### config.mk
export PLATFORM = sky130hd
export DESIGN_NAME = sram_ctrl
export DESIGN_NICKNAME = d
export VERILOG_FILES = /design/src/rtl/sram_ctrl_pkg.sv /design/src/rtl/sram_lane_map.sv /design/src/rtl/sram_rd_align.sv /design/src/rtl/sram_seq.sv /design/src/rtl/sram_ctrl.sv
export SDC_FILE = /design/constraint.sdc
export NUM_CORES = 1
export LEC_CHECK = 0
export BUFFER_PORTS_ARGS = -buffer_cell sky130_fd_sc_hd__buf_2
export CELL_PAD_IN_SITES_DETAIL_PLACEMENT = 0
export CELL_PAD_IN_SITES_GLOBAL_PLACEMENT = 1
export CORE_MARGIN = 1
export CORE_UTILIZATION = 35
export CTS_BUF_LIST = sky130_fd_sc_hd__clkbuf_4
export DETAILED_ROUTE_END_ITERATION = 6
export HOLD_SLACK_MARGIN = 0.1
export PLACE_DENSITY_LB_ADDON = 0.3
export SLEW_MARGIN = 10
export SYNTH_ARGS = -nofsm -noshare
export SYNTH_HDL_FRONTEND = slang
export SYNTH_SLANG_ARGS = --single-unit
### constraint.sdc
create_clock -name clk -period 3.6 [get_ports clk]
set_clock_uncertainty 0.1 [all_clocks]
set_input_delay 0.72 -clock clk [delete_from_list [all_inputs] [get_ports clk]]
set_output_delay 0.72 -clock clk [all_outputs]
set_load 0.05 [all_outputs]
### src/rtl/sram_ctrl_pkg.sv
package sram_ctrl_pkg;
  typedef enum logic [1:0] {
    WIDTH_32 = 2'd0,
    WIDTH_16 = 2'd1,
    WIDTH_8  = 2'd2
  } width_e;

  typedef enum logic [2:0] {
    PH_IDLE,
    PH_TURN,
    PH_SETUP,
    PH_STROBE,
    PH_HOLD
  } phase_e;
endpackage

### src/rtl/sram_lane_map.sv
module sram_lane_map
  import sram_ctrl_pkg::*;
#(
  parameter int MEM_AW = 19,
  parameter int LANE_W = 8
) (
  input  width_e                  width,
  input  logic [MEM_AW+1:0]       haddr,
  input  logic [4*LANE_W-1:0]     wdata,
  output logic [MEM_AW-1:0]       maddr,
  output logic [3:0]              lane_en,
  output logic [1:0]              lane_sel,
  output logic [4*LANE_W-1:0]     wsteer
);
  always_comb begin
    case (width)
      WIDTH_16: begin
        maddr    = haddr[MEM_AW:1];
        lane_en  = haddr[0] ? 4'b1100 : 4'b0011;
        lane_sel = {haddr[0], 1'b0};
        wsteer   = {2{wdata[2*LANE_W-1:0]}};
      end
      WIDTH_8: begin
        maddr    = haddr[MEM_AW+1:2];
        lane_en  = 4'b0001 << haddr[1:0];
        lane_sel = haddr[1:0];
        wsteer   = {4{wdata[LANE_W-1:0]}};
      end
      default: begin
        maddr    = haddr[MEM_AW-1:0];
        lane_en  = 4'b1111;
        lane_sel = 2'd0;
        wsteer   = wdata;
      end
    endcase
  end
endmodule

### src/rtl/sram_rd_align.sv
module sram_rd_align
  import sram_ctrl_pkg::*;
#(
  parameter int LANE_W = 8
) (
  input  width_e              width,
  input  logic [1:0]          lane_sel,
  input  logic [4*LANE_W-1:0] raw,
  output logic [4*LANE_W-1:0] aligned
);
  localparam int DW = 4 * LANE_W;

  logic [LANE_W-1:0] lane_byte [4];

  for (genvar g = 0; g < 4; g++) begin : g_split
    assign lane_byte[g] = raw[g*LANE_W +: LANE_W];
  end

  always_comb begin
    case (width)
      WIDTH_16: aligned = {{(DW-2*LANE_W){1'b0}},
                           lane_sel[1] ? {lane_byte[3], lane_byte[2]}
                                       : {lane_byte[1], lane_byte[0]}};
      WIDTH_8:  aligned = {{(DW-LANE_W){1'b0}}, lane_byte[lane_sel]};
      default:  aligned = raw;
    endcase
  end
endmodule

### src/rtl/sram_seq.sv
module sram_seq
  import sram_ctrl_pkg::*;
#(
  parameter int SETUP_CYC     = 1,
  parameter int WR_STROBE_CYC = 5,
  parameter int RD_STROBE_CYC = 7,
  parameter int HOLD_CYC      = 1,
  parameter int TURN_CYC      = 3
) (
  input  logic       clk,
  input  logic       rst_n,
  input  logic       req,
  input  logic       we,
  input  logic [3:0] lane_en,
  output logic       ready,
  output logic       accept,
  output logic       capture,
  output logic [3:0] cs_n,
  output logic [3:0] we_n,
  output logic       oe_n,
  output logic       dq_oe
);
  localparam int M1    = (SETUP_CYC > HOLD_CYC) ? SETUP_CYC : HOLD_CYC;
  localparam int M2    = (WR_STROBE_CYC > RD_STROBE_CYC) ? WR_STROBE_CYC : RD_STROBE_CYC;
  localparam int M3    = (M1 > M2) ? M1 : M2;
  localparam int MAXC  = (M3 > TURN_CYC) ? M3 : TURN_CYC;
  localparam int CNT_W = $clog2(MAXC + 1);
  localparam logic [CNT_W-1:0] L_SETUP = CNT_W'(SETUP_CYC - 1);
  localparam logic [CNT_W-1:0] L_WR    = CNT_W'(WR_STROBE_CYC - 1);
  localparam logic [CNT_W-1:0] L_RD    = CNT_W'(RD_STROBE_CYC - 1);
  localparam logic [CNT_W-1:0] L_HOLD  = CNT_W'(HOLD_CYC - 1);
  localparam logic [CNT_W-1:0] L_TURN  = CNT_W'(TURN_CYC - 1);

  phase_e           ph_q, ph_d;
  logic [CNT_W-1:0] cnt_q, cnt_d;
  logic             op_we_q, op_we_d;
  logic [3:0]       lanes_q, lanes_d;
  logic             dirty_q, dirty_d;
  logic [3:0]       cs_n_d, we_n_d;
  logic             oe_n_d, dq_oe_d;
  logic             last;

  assign ready   = (ph_q == PH_IDLE);
  assign accept  = ready && req;
  assign last    = (cnt_q == '0);
  assign capture = (ph_q == PH_STROBE) && !op_we_q && last;
  assign op_we_d = accept ? we : op_we_q;
  assign lanes_d = accept ? lane_en : lanes_q;

  always_comb begin
    ph_d    = ph_q;
    cnt_d   = (cnt_q == '0) ? cnt_q : cnt_q - 1'b1;
    dirty_d = dirty_q;
    case (ph_q)
      PH_IDLE: if (accept) begin
        if (we && dirty_q) begin
          ph_d  = PH_TURN;
          cnt_d = L_TURN;
        end else begin
          ph_d  = PH_SETUP;
          cnt_d = L_SETUP;
        end
      end
      PH_TURN: if (last) begin
        ph_d    = PH_SETUP;
        cnt_d   = L_SETUP;
        dirty_d = 1'b0;
      end
      PH_SETUP: if (last) begin
        ph_d  = PH_STROBE;
        cnt_d = op_we_q ? L_WR : L_RD;
      end
      PH_STROBE: if (last) begin
        ph_d  = PH_HOLD;
        cnt_d = L_HOLD;
        if (!op_we_q) dirty_d = 1'b1;
      end
      PH_HOLD: if (last) ph_d = PH_IDLE;
      default: ph_d = PH_IDLE;
    endcase
  end

  always_comb begin
    cs_n_d  = 4'hF;
    we_n_d  = 4'hF;
    oe_n_d  = 1'b1;
    dq_oe_d = 1'b0;
    if (ph_d == PH_SETUP || ph_d == PH_STROBE) begin
      cs_n_d  = ~lanes_d;
      dq_oe_d = op_we_d;
    end
    if (ph_d == PH_STROBE) begin
      if (op_we_d) we_n_d = ~lanes_d;
      else         oe_n_d = 1'b0;
    end
  end

  always_ff @(posedge clk or negedge rst_n) begin
    if (!rst_n) begin
      ph_q    <= PH_IDLE;
      cnt_q   <= '0;
      op_we_q <= 1'b0;
      lanes_q <= '0;
      dirty_q <= 1'b0;
      cs_n    <= 4'hF;
      we_n    <= 4'hF;
      oe_n    <= 1'b1;
      dq_oe   <= 1'b0;
    end else begin
      ph_q    <= ph_d;
      cnt_q   <= cnt_d;
      op_we_q <= op_we_d;
      lanes_q <= lanes_d;
      dirty_q <= dirty_d;
      cs_n    <= cs_n_d;
      we_n    <= we_n_d;
      oe_n    <= oe_n_d;
      dq_oe   <= dq_oe_d;
    end
  end


  no_contention_chk: assert property (@(posedge clk) disable iff (!rst_n)
    !(dq_oe && !oe_n));

  we_inside_cs_chk: assert property (@(posedge clk) disable iff (!rst_n)
    ((~we_n) & cs_n) == 4'h0);

  read_no_write_chk: assert property (@(posedge clk) disable iff (!rst_n)
    !oe_n |-> (we_n == 4'hF));

  idle_standby_chk: assert property (@(posedge clk) disable iff (!rst_n)
    ready |-> (cs_n == 4'hF && dq_oe == 1'b0));

  turn_paid_chk: assert property (@(posedge clk) disable iff (!rst_n)
    $rose(dq_oe) |-> !dirty_q);

  lane_count_chk: assert property (@(posedge clk) disable iff (!rst_n)
    $countones(~cs_n) != 3);
endmodule

### src/rtl/sram_ctrl.sv
module sram_ctrl
  import sram_ctrl_pkg::*;
#(
  parameter int MEM_AW        = 19,
  parameter int LANE_W        = 8,
  parameter int SETUP_CYC     = 1,
  parameter int WR_STROBE_CYC = 5,
  parameter int RD_STROBE_CYC = 7,
  parameter int HOLD_CYC      = 1,
  parameter int TURN_CYC      = 3
) (
  input  logic                  clk,
  input  logic                  rst_n,
  input  logic                  req_i,
  input  logic                  we_i,
  input  logic [1:0]            width_i,
  input  logic [MEM_AW+1:0]     addr_i,
  input  logic [4*LANE_W-1:0]   wdata_i,
  output logic                  ready_o,
  output logic [4*LANE_W-1:0]   rdata_o,
  output logic                  rvalid_o,
  output logic [MEM_AW-1:0]     mem_addr_o,
  output logic [3:0]            mem_cs_n_o,
  output logic [3:0]            mem_we_n_o,
  output logic                  mem_oe_n_o,
  output logic [4*LANE_W-1:0]   mem_dq_o,
  output logic                  mem_dq_oe_o,
  input  logic [4*LANE_W-1:0]   mem_dq_i
);
  localparam int DW = 4 * LANE_W;

  logic [1:0]        rst_sync;
  logic              rst_n_int;
  logic              accept, capture;
  logic [MEM_AW-1:0] maddr_d;
  logic [3:0]        lane_en_d;
  logic [1:0]        sel_d, sel_q;
  logic [DW-1:0]     wsteer_d, wdata_q, aligned;
  width_e            width_q;
  logic [DW-1:0]     rdata_q;
  logic              rvalid_q;

  always_ff @(posedge clk or negedge rst_n) begin
    if (!rst_n) rst_sync <= 2'b00;
    else        rst_sync <= {rst_sync[0], 1'b1};
  end
  assign rst_n_int = rst_sync[1];

  sram_lane_map #(.MEM_AW(MEM_AW), .LANE_W(LANE_W)) i_map (
    .width(width_e'(width_i)), .haddr(addr_i), .wdata(wdata_i),
    .maddr(maddr_d), .lane_en(lane_en_d), .lane_sel(sel_d), .wsteer(wsteer_d)
  );

  sram_seq #(
    .SETUP_CYC(SETUP_CYC), .WR_STROBE_CYC(WR_STROBE_CYC),
    .RD_STROBE_CYC(RD_STROBE_CYC), .HOLD_CYC(HOLD_CYC), .TURN_CYC(TURN_CYC)
  ) i_seq (
    .clk(clk), .rst_n(rst_n_int), .req(req_i), .we(we_i), .lane_en(lane_en_d),
    .ready(ready_o), .accept(accept), .capture(capture),
    .cs_n(mem_cs_n_o), .we_n(mem_we_n_o), .oe_n(mem_oe_n_o), .dq_oe(mem_dq_oe_o)
  );

  sram_rd_align #(.LANE_W(LANE_W)) i_align (
    .width(width_q), .lane_sel(sel_q), .raw(mem_dq_i), .aligned(aligned)
  );

  always_ff @(posedge clk or negedge rst_n_int) begin
    if (!rst_n_int) begin
      mem_addr_o <= '0;
      wdata_q    <= '0;
      width_q    <= WIDTH_32;
      sel_q      <= '0;
    end else if (accept) begin
      mem_addr_o <= maddr_d;
      wdata_q    <= wsteer_d;
      width_q    <= width_e'(width_i);
      sel_q      <= sel_d;
    end
  end

  always_ff @(posedge clk or negedge rst_n_int) begin
    if (!rst_n_int) begin
      rdata_q  <= '0;
      rvalid_q <= 1'b0;
    end else begin
      rvalid_q <= capture;
      if (capture) rdata_q <= aligned;
    end
  end

  assign mem_dq_o = wdata_q;
  assign rdata_o  = rdata_q;
  assign rvalid_o = rvalid_q;


  rvalid_single_chk: assert property (@(posedge clk) disable iff (!rst_n_int)
    rvalid_o |=> !rvalid_o);

  addr_stable_chk: assert property (@(posedge clk) disable iff (!rst_n_int)
    (!ready_o && $past(!ready_o)) |-> $stable(mem_addr_o));
endmodule

**Word-level counts from Yosys, hierarchy flattened**

Index checks and enable logic that the tools add are counted.

- Bits in registers: 112
- Bits of input ports: 91
- Output and inout port bits: 95
- Word-level logic and storage cells: 81

- Add/sub/neg operators: 1
- $lt $le $gt $ge: 1
- Equal/unequal tests: 13
- Shift operators: 1
- Multiplexer cells: 36
- Bitwise operators: 2
- Reductions and logical operators: 11

Operators with widths:

| kind | count |
|---|---|
| $pmux W32 S2 | 2 |
| $pmux W19 S2 | 1 |
| $mux W3 | 9 |
| $mux W4 | 5 |
| $bmux W8 S2 | 1 |
| $mux W16 | 1 |
| $mux W8 | 2 |
| $pmux W3 S5 | 1 |
| $eq A3 B2 Y1 const B | 4 |
| $pmux W3 S3 | 1 |
| $pmux W4 S2 | 1 |
| $mux W1 | 7 |
| $logic_not A3 Y1 | 2 |
| $mux W2 | 3 |
| $eq A2 B1 Y1 const B | 2 |
| $eq A2 B2 Y1 const B | 2 |
| $logic_and A1 B1 Y1 | 4 |
| $ne A2 B1 Y1 const B | 2 |
| $not A4 Y4 | 1 |
| $pmux W2 S2 | 1 |
| $reduce_and A4 Y1 | 1 |
| $shl A1 B2 Y4 const A | 1 |
| $eq A3 B1 Y1 const B | 1 |
| $eq A3 B3 Y1 const B | 1 |
| other kinds (9) | 9 |

**Longest topological paths before layout**

- Word-level depth: 7
- Mapped depth: 8
- Depth with buffers taken out: 7

**Hierarchy**

From an unflattened synthesis, not the netlist that was laid out.

- Cells, all modules: 504
- Area, all modules: 6057.1 um^2

By module, submodules not included:

| module | instances | cells an instance | area an instance (um^2) | sequential area each (um^2) |
|---|---|---|---|---|
| sram_ctrl | 1 | 188 | 3587.2 | 2252.2 |
| sram_seq | 1 | 83 | 1049.8 | 561.8 |
| sram_lane_map | 1 | 161 | 912.1 | 0.0 |
| sram_rd_align | 1 | 72 | 508.0 | 0.0 |

**Least setup slack after synthesis**

Ideal clock, no wire load.

- Kind: register to output
- Start point: reg i_seq.ph_q[2]
- End point: out ready_o
- Data arrival time: 1628 ps
- Slack: 1152 ps
- Stages on the path, launching flop included: 3
- Path buffers: 1
- Cells stage by stage: dfrtp_1 -> buf_1 -> nor3_1

- Cells in the longest elaborated chain, start to end: 1

Ends and longest elaborated chain:

| item | line | text |
|---|---|---|
| from (decl) | sram_seq.sv:34 | `phase_e ph_q, ph_d;` |
| from (signal assigned) | sram_seq.sv:110 | `ph_q <= ph_d;` |
| $logic_not A3 Y1 | sram_seq.sv:43 | `assign ready = (ph_q == PH_IDLE);` |
| to (decl) | sram_ctrl.sv:19 | `output logic ready_o,` |

Every way passes these cells.

**Worst setup path after layout**

- Start point: reg i_seq.ph_q[2]
- End point: reg rdata_q[7] (netlist: rdata_o[7])

- Cells in the longest elaborated chain, start to end: 3

Ends and longest elaborated chain:

| item | line | text |
|---|---|---|
| $eq A3 B2 Y1 | sram_seq.sv:46 | `assign capture = (ph_q == PH_STROBE) && !op_we_q && last;` |
| $logic_and A1 B1 Y1 (2 in series) | sram_seq.sv:46 |  |
| to (signal assigned) | sram_ctrl.sv:87 | `if (capture) rdata_q <= aligned;` |
| to (decl) | sram_ctrl.sv:40 | `logic [DW-1:0] rdata_q;` |

Every way passes these cells.
A chain may end at the register's enable or synchronous reset.

==> flow_summary.yaml <==
outcome:
  status: "finished, final reports clean"
finish:
  post-route-util: 0.437
  nets: 843
  area_growth_pct: 21.7
  fill_cells: 1526
  drive_above_1_share: 0.307
  fin_area_um2: 6680
synth:
  yosysTopAreaCellShare: 0.470
  synth_area_um2: 5480
  ys_types: 41
  post-synth-top-area-cell: "dfrtp_1"
  synth_ff_type: "dfrtp_1"
  ys_seq_elements: 112
  async_flop_share: 1.00
  yosysWarnings: 0
  synth_fp_nets: 689
  syn_inst: 591
  synth-edff-count: 0
  ys_seq_area_frac: 0.513
  synth.area.top_cells: "dfrtp_1 47%, nand2_1 9.0%, o31ai_1 4.7%"
  syn_avg_cell_area_um2: 9.28
worst_setup_path:
  reg2reg_depth: 3
  crit_chain: "nand2b_1 > or3_2 > o31ai_1"
  slowest_delay_ps: 920
  critPathKind: "flop to flop"
  r2r_slack_ps: 1200
  crit_path_top_delay_cell: "or3_2"
  arrival_ps: 2690
  crit_buf_inv: 0
  start_kind: "flop"
  regToRegStartpoint: "i_seq.ph_q[2]$_DFF_PN0_"
  crit_family: "simple AND/OR/NAND/NOR gates"
  critPathCaptureType: "flop"
  crit_required_ps: 3890
  r2r_end: "rdata_o[7]$_DFFE_PN0P_"
  critPathMaxFanout: 65
placed_design:
  io_buffers: 185
  dpl_cell_area_um2: 6530
  dp_hpwl_mm: 10.7
  routabilityCongestion: 0.796
worst_hold_path:
  holdPathStages: 0
  min-delay-start: "rst_sync[0]$_DFF_PN0_"
  hold_end: "rst_sync[1]$_DFF_PN0_"
  hold_class: "flop to flop"
pwr:
  clockPowerShare: 0.098
  p_per_area_nw_per_um2: 990
  power.share.combinational: 0.569
  seq_power_share: 0.333
  power_mw: 6.61
  swShare: 0.546
  ir_worst_vdd_mv: 0.635
  p_leak_nw: 3.24
  intPower_mw: 3.00
  switchingPower_mw: 3.61
global_route:
  first_global_vias: 4684
  overflow: 0
  grt_pass1_wl_mm: 24.0
  grtUsageTotal: 0.190
  antenna_found_initial: 1
  grt_max_degree: 104
clocking:
  cts_sinks: 112
  clk_pin_slew_ps: 180
  htreeDepth: 3
  cts_made_buffers: 9
  clk_latency_ps: 490
  cts_tree: "done"
  root_buffer: "clkbuf_4"
  clockBufferDepth: 2
floorplanning:
  die_h_um: 127
  io_pins: 186
  core_um2: 15300
  die_x_um: 127
  num_rows: 45
  start_util: 0.359
  dieArea_um2: 16200
sta:
  fin_crit_ps: 2400
  period_share: 0.666
  tightest_slew_ps: 1010
  slew_viol_final: 0
  clock.fmax_mhz: 417
  max_slew_margin: 0.324
  finalHoldViolCount: 0
  finalSetupViolations: 0
  hold_ws_ps: 283
  rsz0062_at_grt: "no"
  setup-tns-final_ps: 0
drt:
  wire_per_inst_um: 15.6
  vias_per_cell: 5.01
  drtPass1Iterations: 4
  ant_nets: 0
  vias: 4818
  routed_wl_mm: 15.0
  drtIter0Drc: 336
  drc: 0
flow_run:
  max_cap_violations: 0
-- power groups by stage --
stage	Sequential [mW]	Combinational (mW)	Clock [mW]
2_1_floorplan	3.72	1.41	0
3_3_place_gp	2.21	3.74	0
3_5_place_dp	2.23	3.78	0
4_1_cts	2.21	3.78	0.682
5_1_grt	2.29	4.06	0.723
6_report	2.20	3.76	0.648
-- state kept, by name (all words and copies together), names as in the netlist --
signal and cells:
i_seq.oe_n 1, i_seq.dq_oe 1, rdata_o 32, rst_sync 2, width_q 2, i_seq.ph_q 3
i_seq.cs_n 4, i_seq.cnt_q 3, rvalid_o 1, mem_addr_o 19, i_seq.op_we_q 1, mem_dq_o 32
i_seq.dirty_q 1, sel_q 2, i_seq.we_n 4, i_seq.lanes_q 4
-- stage by stage --
step                instances  worst slack [ps]
floorplan                 591               165
global placement          944              1260
detailed placement        944              1230
CTS                       961              1190
global route              962               978
finish                    962              1200
-- kinds of logic after synthesis --
logic type	after synthesis	share of synthesized area
AOI/OAI and AO/OA	168	0.198
muxes	25	0.0477
buffers and inverters	60	0.0500
xor gates and xnor gates	2	0.00319
other	1	0.000684
DFF	112	0.513
and+or+nand+nor	216	0.171
adders and majority gates	7	0.0160
-- how the worst max path moves through the flow --
stage | endpoint | cells past startpoint | start
detailed placement | mem_dq_o[17]$_DFFE_PN0N_ | 5 | width_i[1]
floorplan | i_seq.cnt_q[0]$_DFF_PN0_ | 0 | rst_sync[1]$_DFF_PN0_
global placement | mem_dq_o[17]$_DFFE_PN0N_ | 7 | width_i[1]
finish | rdata_o[7]$_DFFE_PN0P_ | 3 | i_seq.ph_q[2]$_DFF_PN0_
CTS | ready_o | 2 | i_seq.ph_q[0]$_DFF_PN0_
global route | rdata_o[7]$_DFFE_PN0P_ | 5 | i_seq.cnt_q[0]$_DFF_PN0_
-- layout make-up --
type	instances	area, um2	share of cell area
flip-flops and latches	112	2820	0.422
multi-input cells	419	2410	0.360
repair buffers	192	1010	0.151
well taps	211	264	0.0396
clock inverters	7	70.1	0.0105
clock buffers	9	67.6	0.0101
inverters	11	41.3	0.00619
diodes	1	2.50	0.000375
-- cell usage after synthesis, types with 6 or more instances --
master,number
a211oi_1,11
a21oi_1,26
a221oi_1,9
a22oi_1,28
buf_2,6
clkbuf_1,32
dfrtp_1,103
dfstp_2,9
ha_1,7
inv_1,11
mux2_2,9
mux2i_1,16
nand2_1,132
nor2_1,38
nor2b_1,29
o21ai_0,48
o31ai_1,34
-- worst reg2reg max path: cells and delay by family, from the launching register on --
family          cells  cell delay (ps)
compound gates      1              410
simple gates        2             1220
flops               1              560
-- cell usage in the layout (no fill, tap or decap), drive strengths merged, types with 2 or more instances in the layout --
| cell type | instances |
|---|---|
| a211oi | 11 |
| a21o | 2 |
| a21oi | 26 |
| a221oi | 9 |
| a22oi | 28 |
| buf | 191 |
| clkbuf | 9 |
| clkinv | 2 |
| clkinvlp | 3 |
| dfrtp | 103 |
| dfstp | 9 |
| ha | 7 |
| inv | 12 |
| mux2 | 9 |
| mux2i | 16 |
| nand2 | 132 |
| nand2b | 3 |
| nand3 | 2 |
| nor2 | 38 |
| nor2b | 29 |
| nor3 | 4 |
| o21ai | 52 |
| o31ai | 34 |
| or3 | 2 |
-- routing by layer --
metal  wire length (um)  GRT usage  vias up
met5                  0          0        -
met3               1160     0.0628       11
met1               6720      0.243     2286
met2               7010      0.311      163
met4                137     0.0434        0
li1                   -          -     2358
-- repair_timing --
action	in CTS	in global routing
endpoints found under the hold margin	2	0
gates resized for setup	0	0
buffers inserted	0	0
hold buffers	1	0
Note: power is estimated with default switching activity, not from simulation.
